===== config.mk =====
export PLATFORM = sky130hd
export DESIGN_NAME = i2c_msg_seq
export DESIGN_NICKNAME = d
export VERILOG_FILES = /design/src/rtl/i2cseq_pkg.sv /design/src/rtl/i2cseq_addrfmt.sv /design/src/rtl/i2cseq_decode.sv /design/src/rtl/i2cseq_watch.sv /design/src/rtl/i2c_msg_seq.sv
export SDC_FILE = /design/constraint.sdc
export NUM_CORES = 1
export LEC_CHECK = 0
export BUFFER_PORTS_ARGS = -buffer_cell sky130_fd_sc_hd__buf_4
export CORE_ASPECT_RATIO = 1.1
export CORE_MARGIN = 2
export CORE_UTILIZATION = 40
export DETAILED_ROUTE_END_ITERATION = 8
export PLACE_DENSITY_LB_ADDON = 0.15
export SLEW_MARGIN = 30
export SYNTH_ARGS = -nofsm -noshare
export SYNTH_HDL_FRONTEND = slang
export SYNTH_SLANG_ARGS = --single-unit

===== constraint.sdc =====
create_clock -name clk -period 6.6 [get_ports clk]
set_input_delay 1.32 -clock clk [delete_from_list [all_inputs] [get_ports clk]]
set_output_delay 1.32 -clock clk [all_outputs]
set_load 0.05 [all_outputs]

===== src/rtl/i2cseq_pkg.sv =====
package i2cseq_pkg;
  localparam int CTL_W    = 5;
  localparam int CB_ACK   = 0;
  localparam int CB_STOP  = 1;
  localparam int CB_START = 2;
  localparam int CB_EN    = 3;
  localparam int CB_IEN   = 4;

  localparam logic [CTL_W-1:0] CTL_RUN  = CTL_W'((1 << CB_IEN) | (1 << CB_EN));
  localparam logic [CTL_W-1:0] CTL_HALT = CTL_W'((1 << CB_EN) | (1 << CB_STOP));

  localparam logic [7:0] ST_START    = 8'h08;
  localparam logic [7:0] ST_RESTART  = 8'h10;
  localparam logic [7:0] ST_WA_ACK   = 8'h18;
  localparam logic [7:0] ST_WA_NACK  = 8'h20;
  localparam logic [7:0] ST_WD_ACK   = 8'h28;
  localparam logic [7:0] ST_WD_NACK  = 8'h30;
  localparam logic [7:0] ST_RA_ACK   = 8'h40;
  localparam logic [7:0] ST_RA_NACK  = 8'h48;
  localparam logic [7:0] ST_RD_ACK   = 8'h50;
  localparam logic [7:0] ST_RD_NACK  = 8'h58;
  localparam logic [7:0] ST_WA2_ACK  = 8'hD0;
  localparam logic [7:0] ST_RA2_ACK  = 8'hE0;

  typedef enum logic [1:0] {RES_OK, RES_NODEV, RES_IOERR, RES_ABORT} res_e;

  typedef enum logic [3:0] {
    A_ADDR1, A_ADDR2, A_SEND, A_FINISH, A_CONT, A_RECV, A_RECV_LAST, A_NODEV, A_ERR
  } act_e;

  typedef enum logic [2:0] {S_IDLE, S_WAIT, S_TXGET, S_RXPUT, S_FIN} seq_state_e;
endpackage


===== src/rtl/i2cseq_addrfmt.sv =====
module i2cseq_addrfmt (
  input  logic [9:0] addr,
  input  logic       ten,
  input  logic       rd,
  output logic [7:0] first,
  output logic [7:0] second
);
  always_comb begin
    if (ten) begin
      first  = {5'b11110, addr[9:8], rd};
      second = addr[7:0];
    end else begin
      first  = {addr[6:0], rd};
      second = 8'h00;
    end
  end
endmodule


===== src/rtl/i2cseq_decode.sv =====
module i2cseq_decode
  import i2cseq_pkg::*;
(
  input  logic [7:0] status,
  input  logic       ten,
  input  logic       left_zero,
  input  logic       abort,
  input  logic       sent_any,
  output act_e       act
);
  act_e wr_next, rd_first;

  always_comb begin
    wr_next  = (left_zero || (abort && sent_any)) ? A_FINISH : A_SEND;
    rd_first = left_zero ? A_FINISH : A_CONT;
    case (status)
      ST_START, ST_RESTART:              act = A_ADDR1;
      ST_WA_ACK:                         act = ten ? A_ADDR2 : wr_next;
      ST_WA2_ACK, ST_WD_ACK:             act = wr_next;
      ST_RA_ACK:                         act = ten ? A_ADDR2 : rd_first;
      ST_RA2_ACK:                        act = rd_first;
      ST_RD_ACK:                         act = A_RECV;
      ST_RD_NACK:                        act = A_RECV_LAST;
      ST_WA_NACK, ST_WD_NACK, ST_RA_NACK: act = A_NODEV;
      default:                           act = A_ERR;
    endcase
  end
endmodule


===== src/rtl/i2cseq_watch.sv =====
module i2cseq_watch #(
  parameter int TMO_CYC = 4096
) (
  input  logic clk,
  input  logic rst_n,
  input  logic run,
  output logic abort_o,
  output logic kill_o
);
  localparam int CW = $clog2(TMO_CYC + 1);
  localparam logic [CW-1:0] LAST = CW'(TMO_CYC - 1);

  logic [CW-1:0] cnt;
  logic          stage;
  logic          wrap;

  assign wrap    = run && (cnt == LAST);
  assign abort_o = stage;
  assign kill_o  = wrap && stage;

  always_ff @(posedge clk) begin
    if (!rst_n || !run) begin
      cnt   <= '0;
      stage <= 1'b0;
    end else if (wrap) begin
      cnt   <= '0;
      stage <= 1'b1;
    end else begin
      cnt <= cnt + 1'b1;
    end
  end
endmodule


===== src/rtl/i2c_msg_seq.sv =====
module i2c_msg_seq
  import i2cseq_pkg::*;
#(
  parameter int LEN_W   = 8,
  parameter int TMO_CYC = 4096
) (
  input  logic             clk,
  input  logic             rst_n,
  input  logic             start,
  input  logic [9:0]       msg_addr,
  input  logic             msg_ten,
  input  logic             msg_rd,
  input  logic [LEN_W-1:0] msg_len,
  input  logic             msg_nostart,
  input  logic             abort_req,
  output logic             busy,
  output logic             done,
  output logic [1:0]       result,
  input  logic             tx_valid,
  output logic             tx_ready,
  input  logic [7:0]       tx_data,
  output logic             rx_valid,
  input  logic             rx_ready,
  output logic [7:0]       rx_data,
  input  logic             eng_irq,
  input  logic [7:0]       eng_status,
  input  logic [7:0]       eng_rdata,
  output logic             eng_ctl_wr,
  output logic [CTL_W-1:0] eng_ctl,
  output logic             eng_data_wr,
  output logic [7:0]       eng_wdata,
  output logic             eng_srst
);
  localparam logic [LEN_W-1:0] ONE = LEN_W'(1);
  localparam logic [LEN_W-1:0] TWO = LEN_W'(2);

  seq_state_e       state;
  logic [LEN_W-1:0] left;
  logic             sent_any, abort_r, ack_r, ten_r, rd_r, rx_last;
  logic [9:0]       addr_r;
  res_e             fin_res;
  logic [7:0]       a1, a2;
  act_e             act;
  logic             abort_eff, tmo_abort, tmo_kill, irq_new;

  assign busy      = (state != S_IDLE);
  assign tx_ready  = (state == S_TXGET);
  assign irq_new   = eng_irq && !eng_ctl_wr;
  assign abort_eff = abort_r || abort_req || tmo_abort;

  i2cseq_addrfmt u_addr (
    .addr(addr_r), .ten(ten_r), .rd(rd_r), .first(a1), .second(a2)
  );

  i2cseq_decode u_dec (
    .status(eng_status), .ten(ten_r), .left_zero(left == '0),
    .abort(abort_eff), .sent_any(sent_any), .act(act)
  );

  i2cseq_watch #(.TMO_CYC(TMO_CYC)) u_watch (
    .clk(clk), .rst_n(rst_n), .run(busy), .abort_o(tmo_abort), .kill_o(tmo_kill)
  );

  always_ff @(posedge clk) begin
    if (!rst_n) begin
      state       <= S_IDLE;
      left        <= '0;
      sent_any    <= 1'b0;
      abort_r     <= 1'b0;
      ack_r       <= 1'b1;
      ten_r       <= 1'b0;
      rd_r        <= 1'b0;
      rx_last     <= 1'b0;
      addr_r      <= '0;
      fin_res     <= RES_OK;
      done        <= 1'b0;
      result      <= 2'd0;
      rx_valid    <= 1'b0;
      rx_data     <= 8'h00;
      eng_ctl_wr  <= 1'b0;
      eng_ctl     <= '0;
      eng_data_wr <= 1'b0;
      eng_wdata   <= 8'h00;
      eng_srst    <= 1'b0;
    end else begin
      eng_ctl_wr  <= 1'b0;
      eng_data_wr <= 1'b0;
      eng_srst    <= 1'b0;
      done        <= 1'b0;
      if (busy) abort_r <= abort_eff;

      if (tmo_kill && state != S_FIN) begin
        eng_srst <= 1'b1;
        rx_valid <= 1'b0;
        fin_res  <= RES_ABORT;
        state    <= S_FIN;
      end else begin
        case (state)
          S_IDLE: begin
            if (start) begin
              addr_r   <= msg_addr;
              ten_r    <= msg_ten;
              rd_r     <= msg_rd;
              left     <= msg_len;
              sent_any <= 1'b0;
              abort_r  <= 1'b0;
              ack_r    <= 1'b1;
              if (!msg_nostart) begin
                eng_ctl_wr <= 1'b1;
                eng_ctl    <= CTL_RUN | CTL_W'(1 << CB_ACK) | CTL_W'(1 << CB_START);
                state      <= S_WAIT;
              end else if (msg_rd) begin
                ack_r      <= (msg_len != ONE);
                eng_ctl_wr <= 1'b1;
                eng_ctl    <= CTL_RUN | CTL_W'(msg_len != ONE);
                state      <= S_WAIT;
              end else begin
                left     <= msg_len - LEN_W'(msg_len != '0);
                sent_any <= 1'b1;
                state    <= S_TXGET;
              end
            end else if (irq_new) begin
              eng_ctl_wr <= 1'b1;
              eng_ctl    <= CTL_HALT;
            end
          end

          S_WAIT: begin
            if (irq_new) begin
              case (act)
                A_ADDR1, A_ADDR2: begin
                  eng_data_wr <= 1'b1;
                  eng_wdata   <= (act == A_ADDR1) ? a1 : a2;
                  eng_ctl_wr  <= 1'b1;
                  eng_ctl     <= CTL_RUN | CTL_W'(ack_r);
                end
                A_SEND: begin
                  left     <= left - ONE;
                  sent_any <= 1'b1;
                  state    <= S_TXGET;
                end
                A_CONT: begin
                  ack_r      <= !((left == ONE) || abort_eff);
                  eng_ctl_wr <= 1'b1;
                  eng_ctl    <= CTL_RUN | CTL_W'(!((left == ONE) || abort_eff));
                end
                A_RECV, A_RECV_LAST: begin
                  if (act == A_RECV) begin
                    left  <= left - ONE;
                    ack_r <= !((left == TWO) || abort_eff);
                  end
                  rx_data  <= eng_rdata;
                  rx_valid <= 1'b1;
                  rx_last  <= (act == A_RECV_LAST);
                  state    <= S_RXPUT;
                end
                A_FINISH: begin
                  fin_res <= abort_eff ? RES_ABORT : RES_OK;
                  state   <= S_FIN;
                end
                A_NODEV: begin
                  fin_res <= RES_NODEV;
                  state   <= S_FIN;
                end
                default: begin
                  eng_srst <= 1'b1;
                  fin_res  <= RES_IOERR;
                  state    <= S_FIN;
                end
              endcase
            end
          end

          S_TXGET: begin
            if (tx_valid) begin
              eng_data_wr <= 1'b1;
              eng_wdata   <= tx_data;
              eng_ctl_wr  <= 1'b1;
              eng_ctl     <= CTL_RUN | CTL_W'(ack_r);
              state       <= S_WAIT;
            end
          end

          S_RXPUT: begin
            if (rx_ready) begin
              rx_valid <= 1'b0;
              if (rx_last) begin
                fin_res <= abort_eff ? RES_ABORT : RES_OK;
                state   <= S_FIN;
              end else begin
                eng_ctl_wr <= 1'b1;
                eng_ctl    <= CTL_RUN | CTL_W'(ack_r);
                state      <= S_WAIT;
              end
            end
          end

          default: begin
            eng_ctl_wr <= 1'b1;
            eng_ctl    <= CTL_HALT;
            done       <= 1'b1;
            result     <= 2'(fin_res);
            state      <= S_IDLE;
          end
        endcase
      end
    end
  end
endmodule


==> impl_metrics.tcl <==
set metrics [dict create \
    cap_viol_max_count 0 \
    cts_resized 0 \
    synthCells 532 \
    dieArea_um2 11200 \
    worstPathRequired_ns 6.86 \
    coreArea_um2 9980 \
    period_share_pct 51.0 \
    via_per_inst 5.68 \
    crit_slowest_cell "or4_1" \
    crit_type "in2reg" \
    grt_pass1_vias 3881 \
    layout_commonest_cell "buf_4" \
    hp-class "reg2reg" \
    synth_edf_count 0 \
    nets 652 \
    worst_slew_pin_slew_ns 0.857 \
    synthFlopType "dfxtp_1" \
    synth.net_count 590 \
    post-cts-setup-buffers 0 \
    ys_types 73 \
    grt_antenna_before_repair 0 \
    final_cell_mix "buf_4, dfxtp_1, nand2_1" \
    critPathLaunchType "input port" \
    async_flop_share_pct 0 \
    route.detailed.drc 0 \
    wire_per_inst_um 15.5 \
    finClkSkew_ns 0.0102 \
    vdd_ir_drop_max_v 0.000152 \
    path_cells "buf_4, or4_1, nor4_1, nand2_1, ha_1, ha_1, nand2_1, or3_1, nor3_1, xnor2_1, o21ai_0, a41o_1" \
    hold_violations 0 \
    powerDensity_nw_per_um2 341 \
    clk_latency_ns 0.36 \
    setup_viol 0 \
    overflow 0 \
    slew_headroom_pct 42.5 \
    h-tree-depth 3 \
    slew_viol_final 0 \
    max_freq_mhz 297 \
    clock_sinks 71 \
    initial_core_util_pct 41.5 \
    cts_max_path_buffers 2 \
    finalCriticalPeriod_ns 3.37 \
    final.setup.tns_ns 0 \
    area_delta_synth_final_pct 21.5 \
    syn_area_um2 4140 \
    critPathMaxStageDelay_ns 0.54 \
    firstDrtPassIters 5 \
    syn_area_per_cell_um2 7.79 \
    postCtsHoldBufs 0 \
    synth_seq_area_share_pct 34.3 \
    num_rows 38 \
    antenna_left 0 \
    die_w_um 101 \
    grt_pass1_wl_um 18500 \
    seqCellArea_um2 1420 \
    port_buffers 81 \
    die_h_um 111 \
    rsz0062_at_grt "false" \
    clk_transition_reported_paths_ns 0.08 \
    cp_max_fo 4 \
    yosys_warnings 0 \
    diodes 0 \
    grtUsageTotal_pct 20.3 \
    leakage_uw 0.00186 \
    finalInstanceArea_um2 5030 \
    outcome "finished, final reports clean" \
    numCtsBuffers 9 \
    grt_max_degree 37 \
    io_pins 82 \
    cp-end-kind "flip-flop" \
    multi_input_area_um2 2540 \
    num_vias 4087 \
    place_hpwl_um 8090 \
    place_area_um2 4790 \
    cp.arrival_ns 3.63 \
    cts_tree "yes" \
    drt-initial-drc-count 276 \
    wl_um 11200 \
    ys_seq_elements 71 \
    cts_root_buf "clkbuf_8" \
    n_fill_cell 956 \
    gp_congestion 0.861 \
    drive_gt1_share_pct 21.4 \
]
[per-stage QoR]
stage | std cells | hold WS (ns) | setup WS (ns) | power, uW | util, %
6_report | 719 | 0.459 | 3.23 | 1720 | 50.4
5_1_grt | 719 | 0.484 | 2.98 | 1830 | 50.4
4_1_cts | 719 | 0.463 | 3.23 | 1730 | 50.4
3_5_place_dp | 703 | 0.449 | 2.86 | 1300 | 48.0
3_3_place_gp | 703 | 0.444 | 2.93 | 1290 | 48.0
2_1_floorplan | 532 | 0.431 | 3.20 | 1100 | -
[synth_stat cells (all sizes together) (6+ instances only)]
library cell	n	area, um^2
xor2	12	105
ha	6	75.1
nand4	6	37.5
xnor2	7	61.3
nand3	18	90.1
clkbuf	24	90.1
o21ai	32	171
a311oi	6	65.1
a21oi	53	265
or3	9	61.3
and2	7	43.8
nor3	17	85.1
inv	10	37.5
nor4	6	58.8
a31oi	12	75.1
buf	10	55.1
nor2	62	235
nand2	66	248
mux2i	13	130
dfxtp	71	1420
[where the power goes]
part           total [uW]  leakage (uW)  internal (uW)  switching, uW
combinational         712       0.00116            257            455
sequential            583      0.000578            499           83.5
clock                 425      0.000120            252            173
[sequential cells by signal (all words and copies together), names as in the netlist, 2 cells and up]
name / flops
result: 2
fin_res: 2
u_watch.cnt: 13
left: 8
addr_r: 10
eng_ctl: 5
eng_wdata: 8
rx_data: 8
state: 3
[worst paths after layout]
| check | from | endpoint | slack, ns | cells after the start |
|---|---|---|---|---|
| worst max-delay path | msg_len[4] | left[6] | 3.23 | 12 |
| worst min-delay path | addr_r[7] | addr_r[7] | 0.46 | 2 |
| worst max register to register | left[1] | eng_wdata[5] | 3.64 | 9 |
| worst min register to register | addr_r[7] | addr_r[7] | 0.46 | 2 |
[kinds of logic (layout without fill, tap and decap cells)]
family                     count (synthesis)  after routing  share of synthesized area [%]
DFF                                       71             71                           34.3
adders and majority gates                  6              6                           1.81
AOI/OAI and AO/OA                        148            148                           24.0
buffers and inverters                     45            112                           4.50
xor gates and xnor gates                  19             19                           4.02
muxes                                     16             16                           3.96
and+or+nand+nor                          227            227                           27.4
[worst max-delay path, delay by kind of cell]
family	cells	cell delay (ns)
simple gates	6	1.34
fa+ha+maj	2	0.39
buf+inv	1	0.12
xor+xnor	1	0.12
compound gates	2	0.33
[cell type report]
class | count | area share, %
clock buffers | 9 | 2.46
clock inverters | 7 | 2.39
inverters | 11 | 0.820
multi-input cells | 416 | 50.4
flip-flops and latches | 71 | 28.2
well taps | 120 | 2.98
repair buffers | 85 | 12.7
[routing by layer]
layer | GRT usage, % | vias to the layer above | wire length (um)
li1 | - | 2041 | -
met1 | 27.2 | 1871 | 5130
met2 | 31.1 | 150 | 5030
met3 | 5.42 | 25 | 807
met4 | 7.93 | 0 | 210
met5 | 0 | - | 0
No activity file was read; power rests on OpenSTA's default activity.
